==> src/rtl/dbg_seq_pkg.sv <==
package dbg_seq_pkg;

  localparam int STATE_W = 3;
  localparam int ACTIVE_STATES = 3;

  typedef enum logic [STATE_W-1:0] {
    SEQ_OFF   = 3'd0,
    SEQ_S1    = 3'd1,
    SEQ_S2    = 3'd2,
    SEQ_S3    = 3'd3,
    SEQ_FINAL = 3'd4
  } seqState_e;

  // strobes from the control FSM to the datapath
  typedef struct packed {
    logic enterFinal;
    logic clearAll;
    logic captureEn;
  } seqStrobe_t;

endpackage

==> src/rtl/dbg_seq_ctrl.sv <==
module dbg_seq_ctrl
  import dbg_seq_pkg::*;
#(
  parameter int NUM_CMP = 4,
  localparam int IDX_W = (NUM_CMP > 1) ? $clog2(NUM_CMP) : 1,
  localparam int CFG_W = ACTIVE_STATES * NUM_CMP * STATE_W
) (
  input  logic             clk,
  input  logic             rst,
  input  logic             regWr,
  input  logic             wrArm,
  input  logic             wrTrig,
  input  logic             evtValid,
  input  logic [IDX_W-1:0] evtIdx,
  input  logic [CFG_W-1:0] cfgNext,
  output seqState_e        seqState,
  output seqStrobe_t       strobe
);

  seqState_e stateQ, stateD;
  logic inActive;
  logic [STATE_W-1:0] code;
  logic codeOk;
  int rowSel;

  always_comb begin
    inActive = (stateQ == SEQ_S1) || (stateQ == SEQ_S2) || (stateQ == SEQ_S3);
    rowSel   = inActive ? (int'(stateQ) - 1) : 0;
    code     = cfgNext[(rowSel * NUM_CMP + int'(evtIdx)) * STATE_W +: STATE_W];
    codeOk   = (code >= 3'd1) && (code <= 3'd4);

    stateD = stateQ;
    if (regWr && !wrArm)                        stateD = SEQ_OFF;
    else if (regWr && wrTrig)                   stateD = SEQ_FINAL;
    else if (regWr && stateQ == SEQ_OFF)        stateD = SEQ_S1;
    else if (inActive && evtValid && codeOk)    stateD = seqState_e'(code);

    strobe.clearAll   = regWr && !wrArm;
    strobe.enterFinal = (stateD == SEQ_FINAL) && (stateQ != SEQ_FINAL);
    strobe.captureEn  = inActive;
  end

  always_ff @(posedge clk) begin
    if (rst) stateQ <= SEQ_OFF;
    else     stateQ <= stateD;
  end

  assign seqState = stateQ;

endmodule

==> src/rtl/dbg_seq_dp.sv <==
module dbg_seq_dp
  import dbg_seq_pkg::*;
#(
  parameter int NUM_CMP = 4,
  localparam int IDX_W = (NUM_CMP > 1) ? $clog2(NUM_CMP) : 1
) (
  input  logic               clk,
  input  logic               rst,
  input  seqStrobe_t         strobe,
  input  logic [NUM_CMP-1:0] cmpMatch,
  input  logic [NUM_CMP-1:0] tagHit,
  input  logic               instrBoundary,
  input  logic [NUM_CMP-1:0] cfgTagged,
  input  logic               cfgBrkEn,
  input  logic               cfgBrkSwi,
  input  logic               brkAck,
  output logic               evtValid,
  output logic [IDX_W-1:0]   evtIdx,
  output logic               traceStart,
  output logic               brkReq,
  output logic               brkType
);

  function automatic logic [IDX_W:0] firstSet(input logic [NUM_CMP-1:0] v);
    logic [IDX_W:0] r;
    r = '0;
    for (int i = NUM_CMP - 1; i >= 0; i--)
      if (v[i]) r = {1'b1, IDX_W'(i)};
    return r;
  endfunction

  logic               pendValid;
  logic [IDX_W-1:0]   pendIdx;
  logic [NUM_CMP-1:0] fireVec, evtVec, forcedMatch;
  logic               capValid;
  logic [IDX_W-1:0]   capIdx;

  assign forcedMatch = cmpMatch & ~cfgTagged;

  for (genvar c = 0; c < NUM_CMP; c++) begin : g_fire
    assign fireVec[c] = pendValid && instrBoundary && (pendIdx == IDX_W'(c));
  end

  assign evtVec = (tagHit & cfgTagged) | fireVec;
  assign {evtValid, evtIdx} = firstSet(evtVec);
  assign {capValid, capIdx} = firstSet(forcedMatch);

  // single pending slot for forced comparators
  always_ff @(posedge clk) begin
    if (rst || strobe.clearAll) begin
      pendValid <= 1'b0;
      pendIdx   <= '0;
    end else if (pendValid && instrBoundary) begin
      pendValid <= 1'b0;
    end else if (!pendValid && strobe.captureEn && capValid) begin
      pendValid <= 1'b1;
      pendIdx   <= capIdx;
    end
  end

  always_ff @(posedge clk) begin
    if (rst) begin
      traceStart <= 1'b0;
      brkReq     <= 1'b0;
      brkType    <= 1'b0;
    end else begin
      traceStart <= strobe.enterFinal;
      if (strobe.clearAll)                     brkReq <= 1'b0;
      else if (strobe.enterFinal && cfgBrkEn)  brkReq <= 1'b1;
      else if (brkAck)                         brkReq <= 1'b0;
      if (strobe.enterFinal) brkType <= cfgBrkSwi;
    end
  end

endmodule

==> src/rtl/dbg_trig_seq.sv <==
module dbg_trig_seq
  import dbg_seq_pkg::*;
#(
  parameter int NUM_CMP = 4,
  localparam int IDX_W = (NUM_CMP > 1) ? $clog2(NUM_CMP) : 1,
  localparam int CFG_W = ACTIVE_STATES * NUM_CMP * STATE_W
) (
  input  logic               clk,
  input  logic               rst,
  input  logic               regWr,
  input  logic               wrArm,
  input  logic               wrTrig,
  input  logic [NUM_CMP-1:0] cmpMatch,
  input  logic [NUM_CMP-1:0] tagHit,
  input  logic               instrBoundary,
  input  logic [NUM_CMP-1:0] cfgTagged,
  input  logic [CFG_W-1:0]   cfgNext,
  input  logic               cfgBrkEn,
  input  logic               cfgBrkSwi,
  input  logic               brkAck,
  output logic [STATE_W-1:0] seqState,
  output logic               traceStart,
  output logic               brkReq,
  output logic               brkType
);

  seqStrobe_t       strobe;
  seqState_e        stateNow;
  logic             evtValid;
  logic [IDX_W-1:0] evtIdx;

  dbg_seq_ctrl #(.NUM_CMP(NUM_CMP)) u_ctrl (
    .clk(clk), .rst(rst), .regWr(regWr), .wrArm(wrArm), .wrTrig(wrTrig),
    .evtValid(evtValid), .evtIdx(evtIdx), .cfgNext(cfgNext),
    .seqState(stateNow), .strobe(strobe)
  );

  dbg_seq_dp #(.NUM_CMP(NUM_CMP)) u_dp (
    .clk(clk), .rst(rst), .strobe(strobe), .cmpMatch(cmpMatch), .tagHit(tagHit),
    .instrBoundary(instrBoundary), .cfgTagged(cfgTagged), .cfgBrkEn(cfgBrkEn),
    .cfgBrkSwi(cfgBrkSwi), .brkAck(brkAck), .evtValid(evtValid), .evtIdx(evtIdx),
    .traceStart(traceStart), .brkReq(brkReq), .brkType(brkType)
  );

  assign seqState = stateNow;

endmodule

==> config.mk <==
export PLATFORM = sky130hd
export DESIGN_NAME = dbg_trig_seq
export DESIGN_NICKNAME = d
export VERILOG_FILES = /design/src/rtl/dbg_seq_pkg.sv /design/src/rtl/dbg_seq_ctrl.sv /design/src/rtl/dbg_seq_dp.sv /design/src/rtl/dbg_trig_seq.sv
export SDC_FILE = /design/constraint.sdc
export NUM_CORES = 1
export LEC_CHECK = 0
export ABC_AREA = 1
export BUFFER_PORTS_ARGS = -buffer_cell sky130_fd_sc_hd__buf_4
export CORE_ASPECT_RATIO = 1.25
export CORE_MARGIN = 4
export CORE_UTILIZATION = 49
export CTS_CLUSTER_SIZE = 20
export DETAILED_ROUTE_END_ITERATION = 7
export PLACE_DENSITY = 0.79
export SLEW_MARGIN = 5
export SYNTH_ARGS = -nofsm -noshare
export SYNTH_HDL_FRONTEND = slang
export SYNTH_SLANG_ARGS = --single-unit
export TNS_END_PERCENT = 20
==> constraint.sdc <==
create_clock -name clk -period 3.8 [get_ports clk]
set_clock_uncertainty 0.15 [all_clocks]
set_input_delay 0.19 -clock clk [delete_from_list [all_inputs] [get_ports clk]]
set_output_delay 0.19 -clock clk [all_outputs]
set_load 0.05 [all_outputs]
* After elaboration in Yosys (flattened, before gate mapping) *
Cells that the tools add are included.

storage, ports and cells
  register bits after elaboration = 9
  bits of input ports = 57
  logic and storage cells = 66

operators by class
  add/subtract/negate cells = 2
  multiply operators = 1
  order comparisons = 2
  equality and inequality tests = 8
  shift-type cells = 1
  mux-type cells = 15
  bitwise logic cells = 5
  reduce and logical (&&, ||, !) cells = 26

operators with widths
  operator                                                                              number
  3-bit two-way mux                                                                     12
  36-bit by 32-bit indexed part select with 3-bit output                                1
  32-bit by 3-bit adder with 32-bit output                                              1
  32-bit by 3-bit multiplier with 32-bit output (second input constant)                 1
  30-bit two-way mux                                                                    1
  1-bit logical AND                                                                     15
  4-bit bitwise AND                                                                     2
  3-bit by 2-bit == test with 1-bit output (second input constant)                      2
  2-bit == test (second input constant)                                                 2
  4-bit NOT                                                                             1
  4-bit OR                                                                              1
  2-bit OR reduction                                                                    2
  3-bit by 1-bit subtractor with 4-bit output (second input constant)                   1
  3-bit by 1-bit == test with 1-bit output (second input constant)                      1
  3-bit == test (second input constant)                                                 1
  3-bit by 1-bit greater-or-equal comparator with 1-bit output (second input constant)  1
  3-bit <= comparator (second input constant)                                           1
  3-bit logical NOT                                                                     1
  1-bit logical OR                                                                      3
  3-bit inequality test (second input constant)                                         1
  2-bit by 1-bit == test with 1-bit output (second input constant)                      1
  1-bit logical NOT                                                                     2
  2-bit logical NOT                                                                     1
  1-bit two-way mux                                                                     2
  3 further kinds                                                                       3

* Logic depth before layout (Yosys ltp) *
  word-level depth = 21
  depth in mapped cells = 36
  depth with buffers taken out = 35

* Cells and area by module *
Synthesis repeated with hierarchy kept, for this count alone.

unflattened totals
  cell total of the unflattened synthesis = 423
  area, all modules = 2263.4 µm²

by module, submodules not included
  module        times used  cells each  area an instance (µm²)
  dbg_seq_ctrl  1           352         1858.0
  dbg_seq_dp    1           71          405.4

* Worst setup path before layout *
Ideal clock, no wire load.

  kind = reg-to-reg
  start = register u_ctrl.stateQ[1] (netlist: u_ctrl.seqState[1])
  end = register u_dp.brkType
  arrival = 3.996 ns
  required time = 3.533 ns
  path slack = -0.463 ns
  stages on the path, launching flop included = 34
  path through = dfxtp_1 inv_1 ha_1 nor2_1 nand2_1 nand2_1 nor2_1 ha_1 ha_1 nand2_1 nand2_1 a21oi_1 nand3_1 nand2_2 buf_2 nand2_1 nand2_1 nand3_1 nand3_1 nand3_1 nand2_1 nand3_1 nand2_1 nand2_1 nand2_2 nor2_4 nand2_2 nand3_2 nand2_1 nand3_1 nand2_2 nand3_1 nand2_1 nor2_1

between the ends
  word-level cells in the longest chain between the ends = 16
  elaborated cells on any way between the ends = 24

ends and longest elaborated chain
  element                                                                            RTL line            RTL
  from (decl)                                                                        dbg_seq_ctrl.sv:20  seqState_e stateQ, stateD;
  from (signal assigned)                                                             dbg_seq_ctrl.sv:45  else stateQ <= stateD;
  branches (longest 15 deep; another with 32-bit by 3-bit adder with 32-bit output)  -
  1-bit logical AND *                                                                dbg_seq_ctrl.sv:39  strobe.enterFinal = (stateD == SEQ_FINAL) && (stateQ != SEQ_FINAL);
  to (signal assigned)                                                               dbg_seq_dp.sv:71    if (strobe.enterFinal) brkType <= cfgBrkSwi;
  to (decl)                                                                          dbg_seq_dp.sv:21    output logic brkType

Every way passes the cells marked *.
A chain may end at the register's enable or synchronous reset.

* Worst setup path after layout *
  start = register u_ctrl.stateQ[0] (netlist: u_ctrl.seqState[0])
  end = register u_ctrl.stateQ[2] (netlist: u_ctrl.seqState[2])

between the ends
  word-level cells in the longest chain between the ends = 14
  elaborated cells on any way between the ends = 21

ends and longest elaborated chain
  element                                                                            RTL line            RTL
  branches (longest 11 deep; another with 32-bit by 3-bit adder with 32-bit output)  -
  3-bit two-way mux *                                                                dbg_seq_ctrl.sv:35  else if (regWr && stateQ == SEQ_OFF) stateD = SEQ_S1;
  3-bit two-way mux *                                                                dbg_seq_ctrl.sv:34  else if (regWr && wrTrig) stateD = SEQ_FINAL;
  3-bit two-way mux *                                                                dbg_seq_ctrl.sv:33  if (regWr && !wrArm) stateD = SEQ_OFF;

Marked as above.

==> flow_summary.ini <==
[final_layout]
area_growth_pct = 64.87
postLayoutCoreUtil = 0.8400
nNetsFinal = 600
diodes = 0
layout-drive-gt1-share = 0.4250
layout_commonest_cell = nand2_1
mostFrequentLayoutCells = nand2_1 (129), buf_4 (109), nand3_1 (66), nor2_1 (29), inv_1 (26)

[clock_tree]
cts_buffers = 3
cts_max_path_buffers = 2
cts_tree = built
clk_latency_ns = 0.24
cts_sinks = 9
cts.clk_slew.worst_paths_ns = 0.05
root_buffer = clkbuf_8
h-tree-depth = 1

[die]
rows = 27
chipHeight_um = 83.84
start_util = 0.5095
die_w_um = 68.67
die_area_um2 = 5757
num_io_pins = 63
core_area_um2 = 4425

[power]
swShare = 0.5198
p_switching_uw = 664.8
clockPowerShare = 0.093
powerDensity_nw_per_um2 = 344.0
p_int_uw = 614.0
p_leak_nw = 1.990
p_comb_frac = 0.819
power_frac_seq = 0.088
ir_drop_uv = 282.4

[sta]
worst_slack_ns = -0.5356
finalHoldViolCount = 0
setup_viol = 6
fin_crit_ns = 4.336
worst_slew_pin_slew_ns = 0.6548
finalCritPeriodShare = 1.141
finalMaxSlewViolations = 0
grt_setup_unrepaired = true
fmax_mhz = 230.7
maxSlewHeadroom = 0.5614
whs_ns = 0.08149

[synthesis]
ys_async_sr_fraction = 0
syn_inst = 422
ys_seq_area_frac = 0.07991
ys_types = 41
yosys_register_bits = 9
synth_top_area_frac = 0.2481
avgSynthCellArea_um2 = 5.343
synth_area_leaders = nand2_1 (25%), nand3_1 (20%), dfxtp_1 (8.0%)
synth_nets = 494
synth_area_um2 = 2255
ys_warn_count = 0
synth_ff_type = dfxtp_1
synth_largest_area_cell = nand2_1
synth-edff-count = 0

[routing]
drtIter0Drc = 420
first_pass_iters = 5
wl_per_cell_um = 18.85
viasPerCell = 6.077
vias = 3555
ant_nets = 0
wl_um = 11030
drc = 0

[critical_path]
cp-start-kind = flop
cp-end-kind = flop
r2r_start = u_ctrl.seqState[0]
critical_path_class = reg2reg
path_common_cell = nand2_1
cp_data_required_time_ns = 3.81
crit_slowest_cell = dfxtp_4
critPathMaxStageDelay_ns = 0.39
cp.arrival_ns = 4.35
critPathLaunch = u_ctrl.seqState[0]
cp_max_fo = 6

[grt]
track_usage = 0.3184
grt_pass1_wl_um = 14390
grt_pass1_vias = 3228
antenna_found_initial = 0
overflow = 0
grt_max_degree = 35

[outcome]
status = finished, violations left
violations = negative setup slack

[job]
maxCapViolations = 0

[placement]
place_ws_ns = -0.2171
io_buffers = 62
dpl.hpwl_um = 5587
routabilityCongestion = 0.9130

[worst_hold_path]
hold_class = in2reg
hp-start = brkAck
cell usage after synthesis (2+ instances only):
| cell type | instances |
|---|---|
| nor2_1 | 38 |
| buf_6 | 5 |
| a21oi_2 | 3 |
| nor2_2 | 2 |
| nand3_2 | 3 |
| dfxtp_1 | 9 |
| inv_2 | 5 |
| clkinv_1 | 2 |
| xor2_1 | 2 |
| nand3_1 | 90 |
| a21boi_1 | 2 |
| inv_1 | 30 |
| o21ai_0 | 7 |
| o211ai_1 | 2 |
| a211oi_1 | 2 |
| buf_2 | 7 |
| nand4_1 | 4 |
| a21oi_1 | 8 |
| nand2_1 | 149 |
| nand2_2 | 11 |
| nor3_1 | 5 |
| ha_1 | 14 |
| o21ai_1 | 3 |
| clkbuf_1 | 2 |
stage by stage:
stage               cell area [µm²]  setup TNS (ns)  power, mW  cells
floorplan                      2282               0     0.6453    422
global placement               3015         -0.1627     0.8858    564
detailed placement             3015         -0.6803     0.8990    564
CTS                            3450         -0.5306      1.125    579
global route                   3717          -4.057      1.359    585
finish                         3717          -2.813      1.279    585
registers in the layout, summed over array words and instances, names as in the netlist:
register / cells
u_dp.brkReq: 1
u_dp.pendIdx: 2
u_dp.pendValid: 1
u_dp.traceStart: 1
u_dp.brkType: 1
u_ctrl.seqState: 3
path summary, 6_finish.rpt:
| check | end | slack [ns] | depth (start not counted) |
|---|---|---|---|
| max | u_ctrl.seqState[2] | -0.54 | 29 |
| min | u_dp.brkReq | 0.08 | 4 |
| max reg2reg | u_ctrl.seqState[2] | -0.54 | 29 |
| min reg2reg | u_dp.brkType | 0.36 | 2 |
cells by family after synthesis:
logic type / share of synthesized area
buffers and inverters: 0.1104
flip-flops: 0.07991
AO/OA/AOI/OAI: 0.1149
AND/OR/NAND/NOR: 0.5966
adder cells (fa/ha/maj): 0.08657
XOR/XNOR: 0.01166
critical path: cells and delay by family (launching register included):
| family | cells | cell delay [ns] |
|---|---|---|
| AND/OR/NAND/NOR | 17 | 1.92 |
| buffers and inverters | 6 | 0.68 |
| adder cells (fa/ha/maj) | 3 | 0.68 |
| AO/OA/AOI/OAI | 3 | 0.42 |
| flip-flops | 1 | 0.39 |
per-layer routing:
metal / global-route usage / wire length, µm / up-vias / share of wire
li1: - / - / 1599 / -
met1: 0.3180 / 3685 / 1597 / 0.33
met2: 0.5891 / 5473 / 249 / 0.50
met3: 0.02965 / 790 / 110 / 0.072
met4: 0.1989 / 1076 / 0 / 0.098
met5: 0 / 0 / - / 0
power groups by stage:
| stage | Clock (mW) | Sequential, mW | Combinational, mW |
|---|---|---|---|
| after floorplan | 0 | 0.128 | 0.518 |
| after global placement | 0 | 0.110 | 0.776 |
| after detailed placement | 0 | 0.110 | 0.789 |
| after CTS | 0.116 | 0.110 | 0.899 |
| after global routing | 0.121 | 0.113 | 1.12 |
| final | 0.119 | 0.113 | 1.05 |
layout make-up:
cell class                      count  area (µm²)
Multi-Input combinational cell    360        2276
Inverter                           37       148.9
Clock buffer                        4       45.04
Fill cell                         302       708.2
Sequential cell                     9       188.9
Timing Repair Buffer              117       985.9
Tap cell                           58       72.57
repair_timing:
item	4_1_cts	5_1_grt
hold buffers	1	0
pin swaps	32	47
gates resized for setup	50	50
setup endpoints to repair	6	6
gates cloned	2	2
setup buffers	8	5
endpoints found under the hold margin	2	0
(Power assumes the default switching activity.)
